<file path="src/rtl/rsu_pkg.sv">
package rsu_pkg;
  typedef enum logic [1:0] {
    OP_NONE = 2'd0,
    OP_RFI  = 2'd1,
    OP_RLW  = 2'd2
  } rsu_op_e;

  localparam logic [14:0] RFI_UPPER = 15'h0008;
  localparam logic [7:0]  RLW_UPPER = 8'h0C;
endpackage

</file>
<file path="src/rtl/rsu_decode.sv">
module rsu_decode
  import rsu_pkg::*;
(
  input  logic [15:0] instr,
  output rsu_op_e     op,
  output logic        restore,
  output logic [7:0]  literal
);
  always_comb begin
    op = OP_NONE;
    if (instr[15:1] == RFI_UPPER)      op = OP_RFI;
    else if (instr[15:8] == RLW_UPPER) op = OP_RLW;
  end

  assign restore = instr[0];
  assign literal = instr[7:0];
endmodule

</file>
<file path="src/rtl/rsu_stack.sv">
module rsu_stack #(
  parameter int AW    = 21,
  parameter int DEPTH = 31
) (
  input  logic          clk,
  input  logic          rst_n,
  input  logic          push,
  input  logic          pop,
  input  logic [AW-1:0] push_data,
  output logic [AW-1:0] tos,
  output logic          overflow,
  output logic          underflow
);
  localparam int PW = $clog2(DEPTH + 1);
  localparam logic [PW-1:0] FULL_LVL = PW'(DEPTH);

  logic [AW-1:0] mem [DEPTH];
  logic [PW-1:0] ptr, ptr_n;
  logic          ovf_n, unf_n;
  logic          full, empty, wr_en;

  assign full  = (ptr == FULL_LVL);
  assign empty = (ptr == '0);
  assign wr_en = push && !full;
  assign tos   = empty ? '0 : mem[ptr - 1'b1];

  always_comb begin
    ptr_n = ptr;
    ovf_n = overflow;
    unf_n = underflow;
    if (push) begin
      if (full) ovf_n = 1'b1;
      else      ptr_n = ptr + 1'b1;
    end else if (pop) begin
      if (empty) unf_n = 1'b1;
      else       ptr_n = ptr - 1'b1;
    end
  end

  always_ff @(posedge clk or negedge rst_n) begin
    if (!rst_n) begin
      ptr       <= '0;
      overflow  <= 1'b0;
      underflow <= 1'b0;
    end else begin
      ptr       <= ptr_n;
      overflow  <= ovf_n;
      underflow <= unf_n;
    end
  end

  always_ff @(posedge clk) begin
    if (wr_en) mem[ptr] <= push_data;
  end

  p_level_bound_r10: assert property (@(posedge clk) disable iff (!rst_n)
    ptr <= FULL_LVL);
  p_full_push_sets_r10: assert property (@(posedge clk) disable iff (!rst_n)
    (push && full) |=> (overflow && ptr == FULL_LVL));
  p_overflow_sticky_r10: assert property (@(posedge clk) disable iff (!rst_n)
    overflow |=> overflow);
  p_underflow_sticky_r11: assert property (@(posedge clk) disable iff (!rst_n)
    underflow |=> underflow);
  p_empty_pop_sets_r11: assert property (@(posedge clk) disable iff (!rst_n)
    (pop && !push && empty) |=> (underflow && ptr == '0));
endmodule

</file>
<file path="src/rtl/rsu_shadow.sv">
module rsu_shadow #(
  parameter int SW = 8,
  parameter int BW = 4
) (
  input  logic          clk,
  input  logic          rst_n,
  input  logic          capture,
  input  logic [7:0]    w_in,
  input  logic [SW-1:0] st_in,
  input  logic [BW-1:0] bsr_in,
  output logic [7:0]    sh_w,
  output logic [SW-1:0] sh_st,
  output logic [BW-1:0] sh_bsr
);
  always_ff @(posedge clk or negedge rst_n) begin
    if (!rst_n) begin
      sh_w   <= '0;
      sh_st  <= '0;
      sh_bsr <= '0;
    end else if (capture) begin
      sh_w   <= w_in;
      sh_st  <= st_in;
      sh_bsr <= bsr_in;
    end
  end

  p_shadow_capture_r5: assert property (@(posedge clk) disable iff (!rst_n)
    capture |=> (sh_w == $past(w_in) && sh_st == $past(st_in) && sh_bsr == $past(bsr_in)));
  p_shadow_hold_r5: assert property (@(posedge clk) disable iff (!rst_n)
    !capture |=> ($stable(sh_w) && $stable(sh_st) && $stable(sh_bsr)));
endmodule

</file>
<file path="src/rtl/ret_stack_unit.sv">
module ret_stack_unit
  import rsu_pkg::*;
#(
  parameter int AW          = 21,
  parameter int DEPTH       = 31,
  parameter int SW          = 8,
  parameter int BW          = 4,
  parameter int SYNC_STAGES = 2
) (
  input  logic          clk,
  input  logic          rst_n,
  input  logic [15:0]   instr,
  input  logic          dec_stb,
  input  logic          call_push,
  input  logic          irq_push,
  input  logic [AW-1:0] ret_addr,
  input  logic [7:0]    w_cur,
  input  logic [SW-1:0] status_cur,
  input  logic [BW-1:0] bsr_cur,
  input  logic          prio_mode,
  input  logic          hi_in_service,
  output logic          pc_load,
  output logic [AW-1:0] pc_val,
  output logic          w_load,
  output logic [7:0]    w_val,
  output logic          status_load,
  output logic [SW-1:0] status_val,
  output logic          bsr_load,
  output logic [BW-1:0] bsr_val,
  output logic          ie_high_set,
  output logic          ie_low_set,
  output logic          stk_overflow,
  output logic          stk_underflow
);
  // reset: asserted asynchronously, released on a clock edge
  logic [SYNC_STAGES-1:0] rst_pipe;
  logic                   rst_q;

  always_ff @(posedge clk or negedge rst_n) begin
    if (!rst_n) rst_pipe <= '0;
    else        rst_pipe <= {rst_pipe[SYNC_STAGES-2:0], 1'b1};
  end
  assign rst_q = rst_pipe[SYNC_STAGES-1];

  rsu_op_e       op;
  logic          restore;
  logic [7:0]    literal;
  logic          push_any, accept, is_rfi, is_rlw;
  logic [AW-1:0] tos;
  logic [7:0]    sh_w;
  logic [SW-1:0] sh_st;
  logic [BW-1:0] sh_bsr;

  rsu_decode u_dec (
    .instr   (instr),
    .op      (op),
    .restore (restore),
    .literal (literal)
  );

  assign push_any = call_push || irq_push;
  assign accept   = dec_stb && !pc_load && !push_any && (op != OP_NONE);
  assign is_rfi   = accept && (op == OP_RFI);
  assign is_rlw   = accept && (op == OP_RLW);

  rsu_stack #(.AW(AW), .DEPTH(DEPTH)) u_stk (
    .clk       (clk),
    .rst_n     (rst_q),
    .push      (push_any),
    .pop       (accept),
    .push_data (ret_addr),
    .tos       (tos),
    .overflow  (stk_overflow),
    .underflow (stk_underflow)
  );

  rsu_shadow #(.SW(SW), .BW(BW)) u_shd (
    .clk     (clk),
    .rst_n   (rst_q),
    .capture (irq_push),
    .w_in    (w_cur),
    .st_in   (status_cur),
    .bsr_in  (bsr_cur),
    .sh_w    (sh_w),
    .sh_st   (sh_st),
    .sh_bsr  (sh_bsr)
  );

  // next-state of the result registers
  logic          pc_load_n, w_load_n, st_load_n, bsr_load_n, ieh_n, iel_n;
  logic [AW-1:0] pc_val_n;
  logic [7:0]    w_val_n;
  logic [SW-1:0] st_val_n;
  logic [BW-1:0] bsr_val_n;

  always_comb begin
    pc_load_n  = accept;
    pc_val_n   = accept ? tos : pc_val;
    w_load_n   = is_rlw || (is_rfi && restore);
    st_load_n  = is_rfi && restore;
    bsr_load_n = is_rfi && restore;
    w_val_n    = w_val;
    st_val_n   = status_val;
    bsr_val_n  = bsr_val;
    if (is_rlw) w_val_n = literal;
    if (is_rfi && restore) begin
      w_val_n   = sh_w;
      st_val_n  = sh_st;
      bsr_val_n = sh_bsr;
    end
    ieh_n = is_rfi && (!prio_mode || hi_in_service);
    iel_n = is_rfi && prio_mode && !hi_in_service;
  end

  always_ff @(posedge clk or negedge rst_q) begin
    if (!rst_q) begin
      pc_load     <= 1'b0;
      pc_val      <= '0;
      w_load      <= 1'b0;
      w_val       <= '0;
      status_load <= 1'b0;
      status_val  <= '0;
      bsr_load    <= 1'b0;
      bsr_val     <= '0;
      ie_high_set <= 1'b0;
      ie_low_set  <= 1'b0;
    end else begin
      pc_load     <= pc_load_n;
      pc_val      <= pc_val_n;
      w_load      <= w_load_n;
      w_val       <= w_val_n;
      status_load <= st_load_n;
      status_val  <= st_val_n;
      bsr_load    <= bsr_load_n;
      bsr_val     <= bsr_val_n;
      ie_high_set <= ieh_n;
      ie_low_set  <= iel_n;
    end
  end

  p_idle_slot_r8: assert property (@(posedge clk) disable iff (!rst_q)
    pc_load |=> !pc_load);
  p_push_wins_r9: assert property (@(posedge clk) disable iff (!rst_q)
    push_any |=> !pc_load);
  p_unknown_quiet_r7: assert property (@(posedge clk) disable iff (!rst_q)
    (op == OP_NONE) |=> !pc_load);
  p_enable_onehot_r6: assert property (@(posedge clk) disable iff (!rst_q)
    $onehot0({ie_high_set, ie_low_set}));
  p_enable_with_pop_r6: assert property (@(posedge clk) disable iff (!rst_q)
    (ie_high_set || ie_low_set) |-> pc_load);
  p_restore_group_r4: assert property (@(posedge clk) disable iff (!rst_q)
    (bsr_load || status_load) |-> (bsr_load && status_load && w_load && pc_load));
  p_literal_value_r2: assert property (@(posedge clk) disable iff (!rst_q)
    is_rlw |=> (w_load && w_val == $past(instr[7:0])));
endmodule

</file>
<file path="config.mk">
export PLATFORM = sky130hd
export DESIGN_NAME = ret_stack_unit
export DESIGN_NICKNAME = d
export VERILOG_FILES = /design/src/rtl/rsu_pkg.sv /design/src/rtl/rsu_decode.sv /design/src/rtl/rsu_stack.sv /design/src/rtl/rsu_shadow.sv /design/src/rtl/ret_stack_unit.sv
export SDC_FILE = /design/constraint.sdc
export NUM_CORES = 1
export LEC_CHECK = 0
export ABC_AREA = 0
export BUFFER_PORTS_ARGS = -buffer_cell sky130_fd_sc_hd__buf_4
export CORE_MARGIN = 4
export CORE_UTILIZATION = 55
export CTS_CLUSTER_DIAMETER = 60
export CTS_CLUSTER_SIZE = 12
export DETAILED_ROUTE_END_ITERATION = 8
export HOLD_SLACK_MARGIN = 0.08
export PLACE_DENSITY_LB_ADDON = 0.12
export SETUP_SLACK_MARGIN = 0.15
export SYNTH_ARGS = -nofsm -noshare
export SYNTH_HDL_FRONTEND = slang
export SYNTH_SLANG_ARGS = --single-unit
</file>
<file path="constraint.sdc">
create_clock -name clk -period 2.2 [get_ports clk]
set_input_delay 0.11 -clock clk [delete_from_list [all_inputs] [get_ports clk]]
set_output_delay 0.11 -clock clk [all_outputs]
set_load 0.03 [all_outputs]
</file>
==> summary.md, run 1 <==
| Metric | Value |
|---|---|
| Status | `finished, violations left` |
| Failing checks | `negative setup slack` |
| Final wirelength | `about 72 mm` |
| Post-synthesis instance total | `roughly 1700` |
| Clock network power share | `0.220` |
| Average via count per standard cell | `around 6` |
| Combinational fraction of design power | `0.461` |
| CP delay by family, top | `buffers and inverters` |
| Share of the clock period used by the worst path | `1.127` |
| Pin count of the biggest net entering global routing | `37` |
| Cell-internal power | `34.03 mW` |
| Reg-to-reg startpoint | `u_stk.ptr[0]$_DFFE_PN0P_` |
| Number of cells on the critical path | `11` |
| Critical Path Sink Type | `register` |
| Clock latency on the worst-skew pair | `between 600 and 700 ps` |
| Setup TNS after final layout | `-93680 ps` |
| Initial antenna violation count | `0` |
| Max clock buf depth | `3` |
| Global-route wire length before repair | `approximately 110 mm` |
| Fin nets | `~2100` |
| Detailed-route via count | `16740` |
| Sequential share of the synthesized area | `0.7592` |
| Share of flip-flops with an asynchronous set or reset after synthesis | `0.1033` |
| Count of port buffers added during placement | `roughly 110` |
| Top_reg_cell synth | `edfxtp_1` |
| Remaining Overflow, GRT | `0` |
| Setup CP Type | `register to register` |
| Number of pins exceeding their max-slew limit in the final report | `0` |
| Required time of the critical path | `between 2000 and 3000 ps` |
| Max rail drop VDD | `1.075 mV` |
| Max-Slew Margin vs Limit | `0.5996` |
| Dpl hpwl | `roughly 42 mm` |
| Average detailed-routed wire length per instance | `approximately 26 um` |
| Final Hold Violating Endpoints | `0` |
| Clock skew | `roughly 20 ps` |
| Static Leak | `approximately 13 nW` |
| Post-synthesis instance area | `between 20000 and 30000 um^2` |
| Worst setup endpoint | `pc_val[20]$_DFFE_PN0P_` |
| Most frequent cell on the critical path | `buf_12` |
| Max-Cap Viols | `0` |
| Number of setup violations in the final report | `680` |
| R2R setup slack | `-280 ps` |
| Signal arrival time at the worst endpoint | `slightly below 3000 ps` |
| Chip height | `234.5 um` |
| Slew at the pin closest to its max-slew limit | `599.2 ps` |
| Synthesized area divided by synthesized cell count | `around 17 um^2` |
| Count of distinct cell types in the synthesized netlist | `55` |
| Critical path's slowest cell | `dfrtp_4` |
| Setup slack after layout | `-280.0 ps` |
| Post-synth EDFFs | `651` |
| Vias in the first global route | `16750` |
| Placeable core region | `50480 um^2` |
| Setup repair after global routing missed its margin | `true` |
| Total GRT Usage | `0.2629` |
| Worst min-delay path class | `primary input to register` |
| Cell count of the worst reg-to-reg path | `11` |
| Switching power | `around 18 mW` |
| Max H-tree Level | `3` |
| Highest routing layer actually used | `met4` |
| Wire length on met2 | `roughly 34 mm` |
| Endpoint of the most critical register-to-register path | `pc_val[20]$_DFFE_PN0P_` |
| Cell Count, Final, Fillers Out | `about 2800` |
| M1 wire length | `30.02 mm` |
| Post-DRT Antenna Nets | `0` |
| Count of fill cells added during filler insertion | `just over 3000` |
| Clock tree from TritonCTS | `done` |
| Die W | `234.5 um` |
| Relative contribution of sequential cells to total power | `0.319` |
| Dpl ws | `-302.5 ps` |
| Slowest Stage Delay on Critical Path | `approximately 500 ps` |
| Number of cells after detailed placement | `around 2500` |
| Final core utilization | `0.7231` |
| Buffering stage count on the worst path with inverters included | `6` |
| Overall power after layout | `a little over 50 mW` |
| Number of sinks handled by clock tree synthesis | `around 730` |
| Crit-path max FO | `9` |
| Yosys warns | `0` |
| Synth Net Count | `between 1500 and 2000` |
| Fmax | `approximately 400 MHz` |
| Count of pins on the block boundary | `between 100 and 150` |
| Global placer's final weighted congestion | `between 0.8 and 0.9` |
| Kind of launch point of the worst setup path | `register` |
| Area of the die | `55000 um^2` |
| Total clock buffers created by CTS | `approximately 70` |
| Root Driver | `clkbuf_16` |
| Post-layout min period | `~2500 ps` |
| Residual DRC count | `0` |
| Cell breakdown of the critical path | `inv_4, buf_6, ha_4, buf_12, buf_12, buf_16, buf_4, mux4_2, a221oi_4, a2bb2oi_2, o21ai_1` |
| Layout overhead on the synthesized area | `29.35%` |
| #FFs+latches synth | `~730` |
| Fraction of power spent switching nets | `0.3445` |
| Antenna diode count | `0` |
| Clock transition at the registers of the reported paths | `roughly 60 ps` |
| Rows | `82` |
| Starting density of the core | `0.5590` |
| DRC marker count from the first detailed-route iteration | `approximately 1700` |
| Routed met3 length | `about 5.9 mm` |
| First-pass DRT Iterations | `7` |
| PwrDens | `roughly 1400 nW/um^2` |
| Fraction of final layout cells with drive strength greater than 1 | `0.3222` |
| Launch point of the worst path | `u_stk.ptr[0]$_DFFE_PN0P_` |
## flip-flops by register name (all words and copies together) (netlist names), 2 cells and up
register and flops:
rst_pipe 2, bsr_val 4, w_val 8, u_shd.sh_st 8, u_shd.sh_w 8, u_shd.sh_bsr 4
u_stk.ptr 5, status_val 8, u_stk.mem 651, pc_val 21
## cell usage after synthesis, drive strengths merged (29+ instances only)
cell,count,share of area
edfxtp,651,0.69
nand2,204,0.027
nand3,78,0.014
dfrtp,75,0.067
mux4,75,0.060
nor2,72,0.0099
mux2i,65,0.023
buf,56,0.012
a21oi,45,0.0081
a211oi,44,0.012
clkbuf,40,0.0053
mux2,32,0.013
o21ai,29,0.0051
## per-stage QoR
stage               hold slack [ps]  instance area, um^2
floorplan                    -185.6                28960
global placement             -107.2                32400
detailed placement           -107.3                32400
CTS                           95.17                36200
global route                  132.5                36500
finish                        124.7                36500
## layout make-up
cell class                      count  area (um^2)  area share
Clock buffer                      125         2074     0.05683
Clock inverter                      6        70.07    0.001920
Inverter                            9        36.28   0.0009940
Multi-Input combinational cell    823         7043      0.1929
Sequential cell                   726        21430      0.5872
Tap cell                          672        840.8     0.02303
Timing Repair Buffer              434         5004      0.1371
## kinds of logic after synthesis
group                      count (synthesis)  synth area share
buffers and inverters                    105           0.01818
xor gates and xnor gates                   8          0.002749
DFF                                      726            0.7592
and+or+nand+nor                          401           0.06269
muxes                                    172           0.09568
adders and majority gates                  6          0.002660
AOI/OAI and AO/OA                        235           0.05866
other                                      1         0.0001329
## worst min-delay path by stage
stage / to / from / slack [ps] / cells past startpoint
2_1_floorplan: rst_pipe[0]$_DFF_PN0_ / rst_n / -190 / 0
3_3_place_gp: rst_pipe[0]$_DFF_PN0_ / rst_n / -110 / 1
3_5_place_dp: rst_pipe[0]$_DFF_PN0_ / rst_n / -110 / 1
4_1_cts: u_stk.ptr[2]$_DFFE_PN0P_ / irq_push / 100 / 6
5_1_grt: u_stk.ptr[1]$_DFFE_PN0P_ / irq_push / 130 / 5
6_report: u_stk.ptr[2]$_DFFE_PN0P_ / irq_push / 120 / 6
## cells in the final DEF (no fill, tap or decap), types with 12 or more instances in the layout
| cell type | Yosys | final |
|---|---|---|
| a211oi_1 | 44 | 26 |
| nand3_1 | 78 | 77 |
| a22o_1 | 20 | 20 |
| o2111ai_1 | 12 | 12 |
| dlygate4sd3_1 | 0 | 58 |
| buf_4 | 13 | 247 |
| nor2_1 | 70 | 31 |
| nor2b_1 | 13 | 13 |
| a211oi_2 | 0 | 18 |
| mux2i_1 | 65 | 64 |
| o21ai_1 | 12 | 14 |
| clkbuf_1 | 40 | 49 |
| clkbuf_16 | 0 | 78 |
| a32oi_1 | 24 | 19 |
| edfxtp_1 | 651 | 651 |
| mux4_2 | 75 | 75 |
| dfrtp_1 | 75 | 72 |
| buf_16 | 0 | 16 |
| o21ai_0 | 17 | 15 |
| a21oi_1 | 44 | 43 |
| nor2_4 | 1 | 39 |
| mux2_2 | 32 | 32 |
| buf_6 | 3 | 19 |
| buf_12 | 0 | 84 |
| nand2_1 | 204 | 200 |
| a31oi_1 | 26 | 20 |
## tightest hold or removal path: stages
cell	delay, ps
buf_4	110
nor2_4	40
buf_4	170
nand2_1	80
a21oi_1	60
xor2_1	120
## timing repair
item                                    4_1_cts  5_1_grt
endpoints found under the setup margin      678      699
buffers inserted                             38       10
hold buffers                                 58        0
gates cloned                                 16        3
endpoints found under the hold margin       691        0
gates resized for setup                      59       28
pin swaps                                    21       14
## layer usage
layer / global-route usage / vias up
met4: 0.07180 / 0
met1: 0.3827 / 8518
met5: 0 / -
li1: - / 7355
met3: 0.04913 / 105
met2: 0.4169 / 763
## power by group through the flow
stage / Combinational (mW) / Clock [mW] / Sequential [mW]
CTS: 22.8 / 11.6 / 16.6
floorplan: 12.2 / 0 / 16.8
detailed placement: 19.3 / 0 / 16.8
finish: 23.9 / 11.4 / 16.6
global placement: 19.1 / 0 / 16.8
global route: 25.2 / 12.3 / 16.6
(Power assumes the default switching activity.)
==> run 2: changes to the inputs <==
==> constraint.sdc (replaced) <==
create_clock -name clk -period 2.2 [get_ports clk]
set_input_delay 0.44 -clock clk [delete_from_list [all_inputs] [get_ports clk]]
set_output_delay 0.44 -clock clk [all_outputs]
set_load 0.03 [all_outputs]
==> summary.md, run 2 (same netlist as run 1, synthesis figures left out) <==
| Metric | Value |
|---|---|
| Clock transition at the registers of the reported paths | `60 ps (about the same)` |
| Chip height | `234.5 um (unchanged)` |
| Starting density of the core | `0.5590 (unchanged)` |
| DRC marker count from the first detailed-route iteration | `1884 (+11%)` |
| Placeable core region | `50480 um^2 (unchanged)` |
| Largest regs | `u_stk.mem x651, pc_val x21` |
| Total GRT Usage | `0.2695 (+0.006567)` |
| Clock tree from TritonCTS | `done` |
| Total clock buffers created by CTS | `71 (unchanged)` |
| Clock network power share | `0.202 (-0.018)` |
| Switching power | `19.39 mW (+8.4%)` |
| Worst setup endpoint | `pc_val[0]$_DFFE_PN0P_` |
| Kind of launch point of the worst setup path | `register` |
| Clock skew | `14.91 ps (-5.440 ps)` |
| Layer with the highest usage | `met2` |
| Final wirelength | `77.14 mm (+7.6%)` |
| Status | `finished, violations left` |
| Endpoint of the most critical register-to-register path | `pc_val[0]$_DFFE_PN0P_` |
| Most common cell after layout, fill and taps aside | `edfxtp_1` |
| Global Route met2 Usage | `0.4330 (+0.01617)` |
| Critical Path Sink Type | `register` |
| Cell-internal power | `35.15 mW (+3.3%)` |
| Pin count of the biggest net entering global routing | `46 (+24%)` |
| Antenna diode count | `0 (unchanged)` |
| Number of setup violations in the final report | `674 (-0.88%)` |
| Fmax | `405.4 MHz (+0.53%)` |
| Post-layout min period | `2467 ps (-13.15 ps)` |
| Dpl hpwl | `41.93 mm (+0.40%)` |
| First-pass DRT Iterations | `7 (unchanged)` |
| Design Area, Final | `37490 um^2 (+2.7%)` |
| Failing checks | `negative setup slack` |
| Max rail drop VDD | `1.008 mV (-6.3%)` |
| Post-DRT Antenna Nets | `0 (unchanged)` |
| Global-route wire length before repair | `108.2 mm (+1.8%)` |
| Fraction of final layout cells with drive strength greater than 1 | `0.3749 (+0.05270)` |
| Cell count of the worst reg-to-reg path | `11 (unchanged)` |
| Global routing usage on met1 | `0.3854 (+0.002748)` |
| Setup repair after global routing missed its margin | `true` |
| Flip-flop count of the largest register after layout | `651 (unchanged)` |
| Area of the die | `55000 um^2 (unchanged)` |
| Required time of the critical path | `2690 ps (about the same)` |
| Slew at the pin closest to its max-slew limit | `626.5 ps (+27.34 ps)` |
| Vias in the first global route | `17070 (+1.9%)` |
| Max clock buf depth | `3 (unchanged)` |
| Fin nets | `2162 (+1.3%)` |
| Number of sinks handled by clock tree synthesis | `726 (unchanged)` |
| Fraction of power spent switching nets | `0.3555 (+0.01097)` |
| Most used cells in the layout excluding fill and tap cells | `651 x edfxtp_1, 239 x buf_4, 190 x nand2_1` |
| Static Leak | `13.19 nW (+2.8%)` |
| Rows | `82 (unchanged)` |
| Average via count per standard cell | `6.201 (+3.5%)` |
| Setup slack after layout | `-266.9 ps (+13.15 ps)` |
| Remaining Overflow, GRT | `0 (unchanged)` |
| Root Driver | `clkbuf_16` |
| Number of pins exceeding their max-slew limit in the final report | `0 (unchanged)` |
| Final Hold Violating Endpoints | `0 (unchanged)` |
| Worst min-delay path class | `primary input to register` |
| Count of fill cells added during filler insertion | `2879 (-5.8%)` |
| Placed instance area | `32430 um^2 (about the same)` |
| Count of pins on the block boundary | `113 (unchanged)` |
| Most flops, register | `u_stk.mem` |
| Setup CP Type | `register to register` |
| Average detailed-routed wire length per instance | `27.49 um (+7.2%)` |
| Max H-tree Level | `3 (unchanged)` |
| Max-Slew Margin vs Limit | `0.5813 (-0.01827)` |
| Final worst hold slack | `112.4 ps (-12.32 ps)` |
| Signal arrival time at the worst endpoint | `2960 ps (about the same)` |
| Crit-path max FO | `19 (+10)` |
| Relative contribution of sequential cells to total power | `0.304 (-0.015)` |
| PwrDens | `1455 nW/um^2 (+2.3%)` |
| Initial antenna violation count | `1 (+1)` |
| Max-Cap Viols | `0 (unchanged)` |
| Count of port buffers added during placement | `112 (unchanged)` |
| Combinational fraction of design power | `0.494 (+0.033)` |
| Launch point of the worst path | `u_stk.ptr[0]$_DFFE_PN0P_` |
| GRT met3 Usage | `0.05385 (+0.004719)` |
| Residual DRC count | `0 (unchanged)` |
| R2R setup slack | `-270 ps (about the same)` |
| Layout overhead on the synthesized area | `32.85%` |
| Detailed-route via count | `17400 (+3.9%)` |
| Global placer's final weighted congestion | `0.8371 (-1.4%)` |
| Share of the clock period used by the worst path | `1.121 (-0.005978)` |
| Die W | `234.5 um (unchanged)` |
| Reg-to-reg startpoint | `u_stk.ptr[0]$_DFFE_PN0P_` |
| Clock latency on the worst-skew pair | `620 ps (about the same)` |
-- run 2: how the worst min path moves through the flow --
stage / from / slack [ps] / cells past startpoint / endpoint
finish: hi_in_service / 110 / 3 / ie_high_set$_DFF_PN0_
global route: hi_in_service / 110 / 3 / ie_high_set$_DFF_PN0_
CTS: hi_in_service / 90 / 3 / ie_high_set$_DFF_PN0_
detailed placement: rst_n / 220 / 1 / rst_pipe[0]$_DFF_PN0_
global placement: rst_n / 220 / 1 / rst_pipe[0]$_DFF_PN0_
floorplan: rst_n / 140 / 0 / rst_pipe[0]$_DFF_PN0_
-- run 2: critical path: stages (launching register included) --
cell      delay [ps]
dfrtp_4          510
inv_4            100
ha_4             180
xor2_4           170
buf_12           150
buf_4            130
buf_16           170
mux2i_1          310
a32oi_2          130
a31oi_2          230
a211oi_2          70
a22o_1           210
-- run 2: repair_timing --
item	4_1_cts	5_1_grt
gates cloned	22	12
hold buffers	23	0
setup buffers	66	27
setup endpoints to repair	677	691
hold endpoints to repair	25	0
gates resized for setup	132	90
pin swaps	31	39
-- run 2: power by group through the flow --
stage	Clock [mW]	Combinational, mW	Sequential [mW]
finish	11.0	26.9	16.6
global route	11.8	28.1	16.7
CTS	11.1	24.5	16.6
detailed placement	0	19.4	16.8
global placement	0	19.1	16.8
floorplan	0	12.2	16.8
-- run 2: layout make-up --
type / count / area, um^2 / share of cell area
inverter: 9 / 38.79 / 0.001035
sequential: 726 / 21430 / 0.5717
multi-input combinational: 824 / 7442 / 0.1985
clock inverter: 9 / 106.4 / 0.002837
timing repair buffer: 460 / 5709 / 0.1523
tap: 672 / 840.8 / 0.02243
clock buffer: 106 / 1918 / 0.05116
-- run 2: stage by stage --
| stage | util | setup TNS, ps | instances | total power, mW | worst slack (ps) |
|---|---|---|---|---|---|
| after floorplan | - | -152810 | 1654 | 28.96 | -276.7 |
| after global placement | 0.6424 | -39920 | 2541 | 35.90 | -202.0 |
| after detailed placement | 0.6424 | -59400 | 2541 | 36.22 | -283.0 |
| after CTS | 0.7234 | -48880 | 2767 | 52.16 | -175.2 |
| after global routing | 0.7427 | -126000 | 2806 | 56.56 | -316.5 |
| final | 0.7427 | -91620 | 2806 | 54.54 | -266.9 |
-- run 2: layer usage --
layer | up-vias | share of wire | wire [um]
li1 | 7403 | - | -
met1 | 8954 | 0.39 | 30340
met2 | 873 | 0.49 | 37570
met3 | 168 | 0.089 | 6851
met4 | 2 | 0.031 | 2375
met5 | - | 0.00014 | 11
